File: config.mk
export PLATFORM = sky130hd
export DESIGN_NAME = ram_sweep_ctrl
export DESIGN_NICKNAME = d
export VERILOG_FILES = /design/src/rtl/ram_sweep_pkg.sv /design/src/rtl/sweep_addr_cnt.sv /design/src/rtl/sweep_incr.sv /design/src/rtl/sweep_fsm.sv /design/src/rtl/ram_sweep_ctrl.sv
export SDC_FILE = /design/constraint.sdc
export NUM_CORES = 1
export LEC_CHECK = 0
export ABC_CLOCK_PERIOD_IN_PS = 3500
export BUFFER_PORTS_ARGS = -buffer_cell sky130_fd_sc_hd__buf_4
export CORE_MARGIN = 3
export CORE_UTILIZATION = 34
export CTS_BUF_LIST = sky130_fd_sc_hd__clkbuf_8 sky130_fd_sc_hd__clkbuf_16
export DETAILED_ROUTE_END_ITERATION = 12
export PLACE_DENSITY_LB_ADDON = 0.12
export SLEW_MARGIN = 0
export SYNTH_ARGS = -nofsm -noshare
export SYNTH_HDL_FRONTEND = slang
export SYNTH_SLANG_ARGS = --single-unit
File: constraint.sdc
create_clock -name clk_i -period 3.5 [get_ports clk_i]
set_input_delay 0 -clock clk_i [delete_from_list [all_inputs] [get_ports clk_i]]
set_output_delay 0 -clock clk_i [all_outputs]
set_load 0.01 [all_outputs]
File: src/rtl/ram_sweep_pkg.sv
package ram_sweep_pkg;
  typedef enum logic [2:0] {
    S_IDLE  = 3'd0,
    S_READ  = 3'd1,
    S_CAPT  = 3'd2,
    S_WRITE = 3'd3,
    S_NEXT  = 3'd4
  } sweep_state_e;
endpackage

File: src/rtl/sweep_addr_cnt.sv
module sweep_addr_cnt #(
  parameter int DEPTH = 16,
  localparam int ADDR_W = $clog2(DEPTH)
) (
  input  logic              clk_i,
  input  logic              rst_ni,
  input  logic              clr_i,
  input  logic              step_i,
  output logic [ADDR_W-1:0] addr_o,
  output logic              last_o
);
  localparam logic [ADDR_W-1:0] LAST_ADDR = ADDR_W'(DEPTH - 1);

  logic [ADDR_W-1:0] addr_q;

  always_ff @(posedge clk_i or negedge rst_ni) begin
    if (!rst_ni)     addr_q <= '0;
    else if (clr_i)  addr_q <= '0;
    else if (step_i) addr_q <= addr_q + 1'b1;
  end

  assign addr_o = addr_q;
  assign last_o = (addr_q == LAST_ADDR);

  assert_addr_step_R2: assert property (@(posedge clk_i) disable iff (!rst_ni)
    (addr_o != $past(addr_o)) |-> (addr_o == $past(addr_o) + 1'b1 || addr_o == '0));
endmodule

File: src/rtl/sweep_incr.sv
module sweep_incr #(
  parameter int DATA_W = 32
) (
  input  logic              clk_i,
  input  logic              rst_ni,
  input  logic              capture_i,
  input  logic [DATA_W-1:0] rdata_i,
  output logic [DATA_W-1:0] wdata_o
);
  logic [DATA_W-1:0] sum_q;

  always_ff @(posedge clk_i or negedge rst_ni) begin
    if (!rst_ni)        sum_q <= '0;
    else if (capture_i) sum_q <= rdata_i + 1'b1; // wraps modulo 2^DATA_W
  end

  assign wdata_o = sum_q;

  assert_wrap_R3: assert property (@(posedge clk_i) disable iff (!rst_ni)
    (capture_i && rdata_i == '1) |=> (wdata_o == '0));
endmodule

File: src/rtl/sweep_fsm.sv
module sweep_fsm
  import ram_sweep_pkg::*;
(
  input  logic clk_i,
  input  logic rst_ni,
  input  logic start_i,
  input  logic last_i,
  output logic busy_o,
  output logic done_o,
  output logic we_o,
  output logic capture_o,
  output logic step_o,
  output logic clr_o
);
  sweep_state_e state_q, state_d;
  logic         done_q;

  always_comb begin
    state_d = state_q;
    unique case (state_q)
      S_IDLE:  if (start_i) state_d = S_READ;
      S_READ:  state_d = S_CAPT;
      S_CAPT:  state_d = S_WRITE;
      S_WRITE: state_d = S_NEXT;
      S_NEXT:  state_d = last_i ? S_IDLE : S_READ;
      default: state_d = S_IDLE;
    endcase
  end

  always_ff @(posedge clk_i or negedge rst_ni) begin
    if (!rst_ni) begin
      state_q <= S_IDLE;
      done_q  <= 1'b0;
    end else begin
      state_q <= state_d;
      done_q  <= (state_q == S_NEXT) && last_i;
    end
  end

  assign busy_o    = (state_q != S_IDLE);
  assign done_o    = done_q;
  assign we_o      = (state_q == S_WRITE);
  assign capture_o = (state_q == S_CAPT);
  assign step_o    = (state_q == S_NEXT) && !last_i;
  assign clr_o     = (state_q == S_IDLE) && start_i;

  assert_we_single_R4: assert property (@(posedge clk_i) disable iff (!rst_ni)
    we_o |=> !we_o);
  assert_busy_on_start_R1: assert property (@(posedge clk_i) disable iff (!rst_ni)
    (!busy_o && start_i) |=> busy_o);
  assert_done_pulse_R6: assert property (@(posedge clk_i) disable iff (!rst_ni)
    done_o |=> !done_o);
  assert_idle_quiet_R9: assert property (@(posedge clk_i) disable iff (!rst_ni)
    (!busy_o) |-> !we_o);
endmodule

File: src/rtl/ram_sweep_ctrl.sv
module ram_sweep_ctrl #(
  parameter int DATA_W = 32,
  parameter int DEPTH  = 16,
  localparam int ADDR_W = $clog2(DEPTH)
) (
  input  logic              clk_i,
  input  logic              rst_ni,
  input  logic              start_i,
  output logic              busy_o,
  output logic              done_o,
  output logic [ADDR_W-1:0] ram_addr_o,
  output logic              ram_we_o,
  output logic [DATA_W-1:0] ram_wdata_o,
  input  logic [DATA_W-1:0] ram_rdata_i
);
  logic last, capture, step, clr;

  sweep_fsm u_fsm (
    .clk_i    (clk_i),
    .rst_ni   (rst_ni),
    .start_i  (start_i),
    .last_i   (last),
    .busy_o   (busy_o),
    .done_o   (done_o),
    .we_o     (ram_we_o),
    .capture_o(capture),
    .step_o   (step),
    .clr_o    (clr)
  );

  sweep_addr_cnt #(.DEPTH(DEPTH)) u_addr (
    .clk_i (clk_i),
    .rst_ni(rst_ni),
    .clr_i (clr),
    .step_i(step),
    .addr_o(ram_addr_o),
    .last_o(last)
  );

  sweep_incr #(.DATA_W(DATA_W)) u_incr (
    .clk_i    (clk_i),
    .rst_ni   (rst_ni),
    .capture_i(capture),
    .rdata_i  (ram_rdata_i),
    .wdata_o  (ram_wdata_o)
  );

  // read data sampled one cycle before the write cycle
  assert_wdata_latency_R5: assert property (@(posedge clk_i) disable iff (!rst_ni)
    ram_we_o |-> (ram_wdata_o == $past(ram_rdata_i) + 1'b1));
  assert_done_not_busy_R6: assert property (@(posedge clk_i) disable iff (!rst_ni)
    done_o |-> !busy_o);
  assert_done_after_write_R6: assert property (@(posedge clk_i) disable iff (!rst_ni)
    done_o |-> $past(ram_we_o, 2));
  assert_start_ignored_R7: assert property (@(posedge clk_i) disable iff (!rst_ni)
    (busy_o && start_i) |=> (ram_addr_o >= $past(ram_addr_o)));
endmodule

# Word-level counts from Yosys, hierarchy flattened

Index checks and enable logic that the tools add are counted.

Input port bits: 35
Word-level logic and storage cells: 24
Bits in registers: 40
Output and inout port bits: 39

Add/subtract/negate cells: 2
Muxes and demuxes: 5
Equal/unequal tests: 6
Reduce and logical (&&, ||, !) cells: 7

Operator list:

| operator                | count |
|---|---|
| $add A32 B1 Y32 const B | 1 |
| $pmux W3 S5             | 1 |
| $mux W4                 | 2 |
| $eq A3 B2 Y1 const B    | 2 |
| $add A4 B1 Y4 const B   | 1 |
| $eq A4 B4 Y1 const B    | 1 |
| $eq A3 B1 Y1 const B    | 1 |
| $eq A3 B3 Y1 const B    | 1 |
| $logic_and A1 B1 Y1     | 3 |
| $logic_not A3 Y1        | 1 |
| $mux W3                 | 1 |
| $reduce_bool A3 Y1      | 1 |
| $ne A2 B2 Y1 const B    | 1 |
| $reduce_bool A2 Y1      | 1 |
| $logic_not A1 Y1        | 1 |
| $mux W1                 | 1 |

# Logic depth before layout (Yosys ltp)

Word-level depth: 5
Mapped depth: 7

# Cells and area by module

Synthesis repeated with hierarchy kept, for this count alone.

Cell total of the unflattened synthesis: 238
Area, all modules: 2200.9 µm²

Modules (own cells, without submodules):

| module         | area each (µm²) | sequential area each (µm²) | instances | cells an instance |
|---|---|---|---|---|
| sweep_incr     | 1805.5          | 800.8                      | 1         | 203 |
| sweep_addr_cnt | 198.9           | 100.1                      | 1         | 17 |
| sweep_fsm      | 196.4           | 100.1                      | 1         | 18 |

# Worst setup path before layout

No wires, ideal clock.

Path type: register to register
Start point: register u_addr.addr_q[0], in the netlist u_addr.addr_o[0]
End point: register u_addr.addr_q[3], in the netlist u_addr.addr_o[3]
Data arrival time: 1.383 ns
Stages on the path, launching flop included: 8
Slack: 1.991 ns
Cells stage by stage: dfrtp_1 > ha_1 > nand3_1 > and3_1 > clkbuf_1 > nand4_1 > xor2_1 > nor2_1

Cells in the longest elaborated chain, start to end: 4
Elaborated cells on any way between the ends: 7
Classes of those cells: add/sub (1); eq/ne (1); mux (2); reduce/logical (3)

RTL lines:

| what                                                                  | line                 | text |
|---|---|---|
| start, declared                                                       | sweep_addr_cnt.sv:14 | `logic [ADDR_W-1:0] addr_q;` |
| start signal, assigned                                                | sweep_addr_cnt.sv:19 | `else if (step_i) addr_q <= addr_q + 1'b1;` |
| parallel branches: the longest is 4 deep, another holds $add A4 B1 Y4 | --                   |  |

Several ways; the timed one is not identified. The select of a mux whose other input is x is not followed.
A chain may end at the register's enable or synchronous reset.

# Worst setup path in the final report

Start point: input port ram_rdata_i[0]
End point: register u_incr.sum_q[22], in the netlist u_incr.wdata_o[22]

Cells in the longest elaborated chain, start to end: 1

RTL lines:

| what                 | line                 | text |
|---|---|---|
| start, declared      | ram_sweep_ctrl.sv:14 | `input logic [DATA_W-1:0] ram_rdata_i` |
| $add A32 B1 Y32      | sweep_incr.sv:14     | `else if (capture_i) sum_q <= rdata_i + 1'b1;` |
| end signal, assigned | sweep_incr.sv:14     |  |
| end, declared        | sweep_incr.sv:10     | `logic [DATA_W-1:0] sum_q;` |

Every way passes these cells.

==> flow_summary.ini <==
[die]
die_area_um2 = 7609
start_util_pct = 36.38
coreArea_um2 = 6166
die_width_um = 87.23
io_pins = 74
num_rows = 28
die_h_um = 87.23

[clock_network]
cts_resized = 0
cts-buffers-inserted = 5
cts_tree = built
cts_num_sinks = 40
root_buffer = clkbuf_8
cts_max_level = 2
cts_setup_buffers = 0
cts.clk_slew.worst_paths_ns = 0.08
cts.path.max_buffers = 2
clk-insertion-delay-late_ns = 0.30

[timing]
fmax_ghz = 0.4900
drv_slew = 0
relSlewSlack_pct = 58.99
tns_ns = 0
finalSetupViolations = 0
timing.final.ws_setup_ns = 1.459
hold_viol_final = 0
rsz0062_at_grt = no
hold_slack_ns = 0.01165
min_period_ns = 2.041
tightest_slew_ns = 0.6152
fin_crit_sh_pct = 58.31
fin_skew_ns = 0.005149

[cells_and_area]
multi_input_area_um2 = 1120
fin_util_pct = 50.55
regArea_um2 = 1001
drive_gt1_share_pct = 32.19
syn_to_final_growth_pct = 38.93
num_antenna_cells = 0
layout.nets = 356
nFillCells = 629

[routing]
drt_first_pass_iters = 5
drc = 0
num_vias = 1859
vias_per_cell = 4.706
drt_iter0_drc = 41
wirelength_mm = 5.083
ant_nets = 0
routedWlPerCell_um = 12.87

[critical_path]
crit_path_end_kind = register
path_class = in2reg
cp_max_fo = 10
start_kind = input pin
crit_arrival_ns = 2.23
cpMaxStageDelayCell = or4_1
slowest_delay_ns = 0.79
critical_path_required_ns = 3.68
path_cells = dlygate4sd3_1 > buf_4 > ha_1 > nand2_1 > or4_1 > nor4_4 > xnor2_1 > a21oi_2

[global_route]
grt_pass1_wl_mm = 8.362
grt_overflow = 0
busiest_layer = met2
use_met1_pct = 18.14
use_met2_pct = 22.08
grt_pass1_vias = 1800
grt_util_all_layers_pct = 14.00
grt_max_degree = 41
met3_usage_pct = 3.974
antenna_found_initial = 0

[synth]
synth_area_leader_cell = dfrtp_1
synth_nets = 270
synth_cells = 233
ys_seq_area_share_pct = 44.62
post-synth-top-count-cell = nor2_1
synth-main-ff-cell = dfrtp_1
syn-cell-area_um2 = 2243
yosysTopAreaCellShare_pct = 44.62
synth_common_cells = 46 x nor2_1, 40 x dfrtp_1, 27 x a21oi_1
avgSynthCellArea_um2 = 9.628
yosys.cell_types.count = 31
synth_edf_count = 0
async_flop_share_pct = 100.0
synth_warnings = 0
synthTopCellsByArea = dfrtp_1 45%, xnor2_1 10%, nor2_1 7.7%
ys_seq_elements = 40

[placed_design]
portBuffers = 73
post-dp-hpwl_mm = 3.634
pre_cts_ws_ns = 1.665
place_congestion = 0.7213

[min_path]
hold_class = in2reg

[power_and_ir_drop]
p_leak_nw = 1.330
peakVddDrop_mv = 0.4183
power.density_nw_per_um2 = 730.1
power.total_mw = 2.276

[job]
maxCapViolCount = 0

[status]
outcome = complete, no violations
## worst max-delay path, delay by kind of cell
| family | cells | cell delay (ns) |
|---|---|---|
| AND/OR/NAND/NOR | 3 | 1.11 |
| adder cells (fa/ha/maj) | 1 | 0.23 |
| AO/OA/AOI/OAI | 1 | 0.07 |
| XOR/XNOR | 1 | 0.17 |
| buffers and inverters | 2 | 0.63 |
## layer usage
metal	part of all wire, %	wire [um]	vias up
li1	-	-	954
met5	0	0	-
met1	46	2338	839
met3	7.6	388	7
met2	45	2271	59
met4	1.7	85	0
## power breakdown
| part | switching, mW | internal, mW | total, mW |
|---|---|---|---|
| clock | 0.175 | 0.357 | 0.531 |
| sequential | 0.139 | 0.670 | 0.808 |
| combinational | 0.468 | 0.468 | 0.936 |
## stage by stage
| step | area, um^2 | cells |
|---|---|---|
| after global routing | 3117 | 395 |
| after detailed placement | 2808 | 372 |
| final | 3117 | 395 |
| after global placement | 2808 | 372 |
| after floorplan | 2243 | 233 |
| after CTS | 3117 | 395 |
## worst paths after layout
path	start	slack (ns)	to	depth (start not counted)
worst min-delay path	ram_rdata_i[7]	0.01	u_incr.wdata_o[7]	3
min in group asynchronous	rst_ni	0.20	u_incr.wdata_o[17]	2
max in group asynchronous	rst_ni	2.93	u_incr.wdata_o[8]	2
worst min register to register	u_incr.wdata_o[1]	0.52	u_incr.wdata_o[1]	1
worst max register to register	u_fsm.state_q[1]	2.01	u_incr.wdata_o[1]	3
worst max-delay path	ram_rdata_i[0]	1.46	u_incr.wdata_o[22]	8
## logic make-up (layout without fill, tap and decap cells)
| kind of cell | count (synthesis) | count (layout) | synth area share (%) |
|---|---|---|---|
| adder cells (fa/ha/maj) | 2 | 2 | 1.115 |
| multiplexers | 3 | 3 | 1.394 |
| flip-flops | 40 | 40 | 44.62 |
| XOR/XNOR | 34 | 34 | 13.27 |
| AND/OR/NAND/NOR | 104 | 104 | 26.38 |
| AO/OA/AOI/OAI | 31 | 31 | 7.530 |
| buffers and inverters | 19 | 106 | 5.689 |
## what timing repair did
item,in CTS,in global routing
endpoints found under the hold margin,54,0
endpoints found under the setup margin,0,0
hold buffers,15,0
## area by class of cell
type,instances,area share (%)
well taps,75,3.011
clock inverters,3,2.890
multi-input cells,174,35.93
inverters,8,0.9635
clock buffers,5,2.208
repair buffers,90,22.88
flip-flops and latches,40,32.12
## layout by cell type, fill, tap and decap left out, types with 9 or more instances in the layout
cell           netlist  routed
buf_4                1      75
nor2_1              46      46
dfrtp_1             40      40
a21oi_1             27      27
xnor2_1             26      26
dlygate4sd3_1        0      15
nand2_1             12      12
nand3_1             11      11
nor3_2               9       9
## sequential cells by signal, indices dropped and copies added (netlist names)
register,flops
u_addr.addr_o,4
u_fsm.done_o,1
u_fsm.state_q,3
u_incr.wdata_o,32
Note: power is estimated with default switching activity, not from simulation.
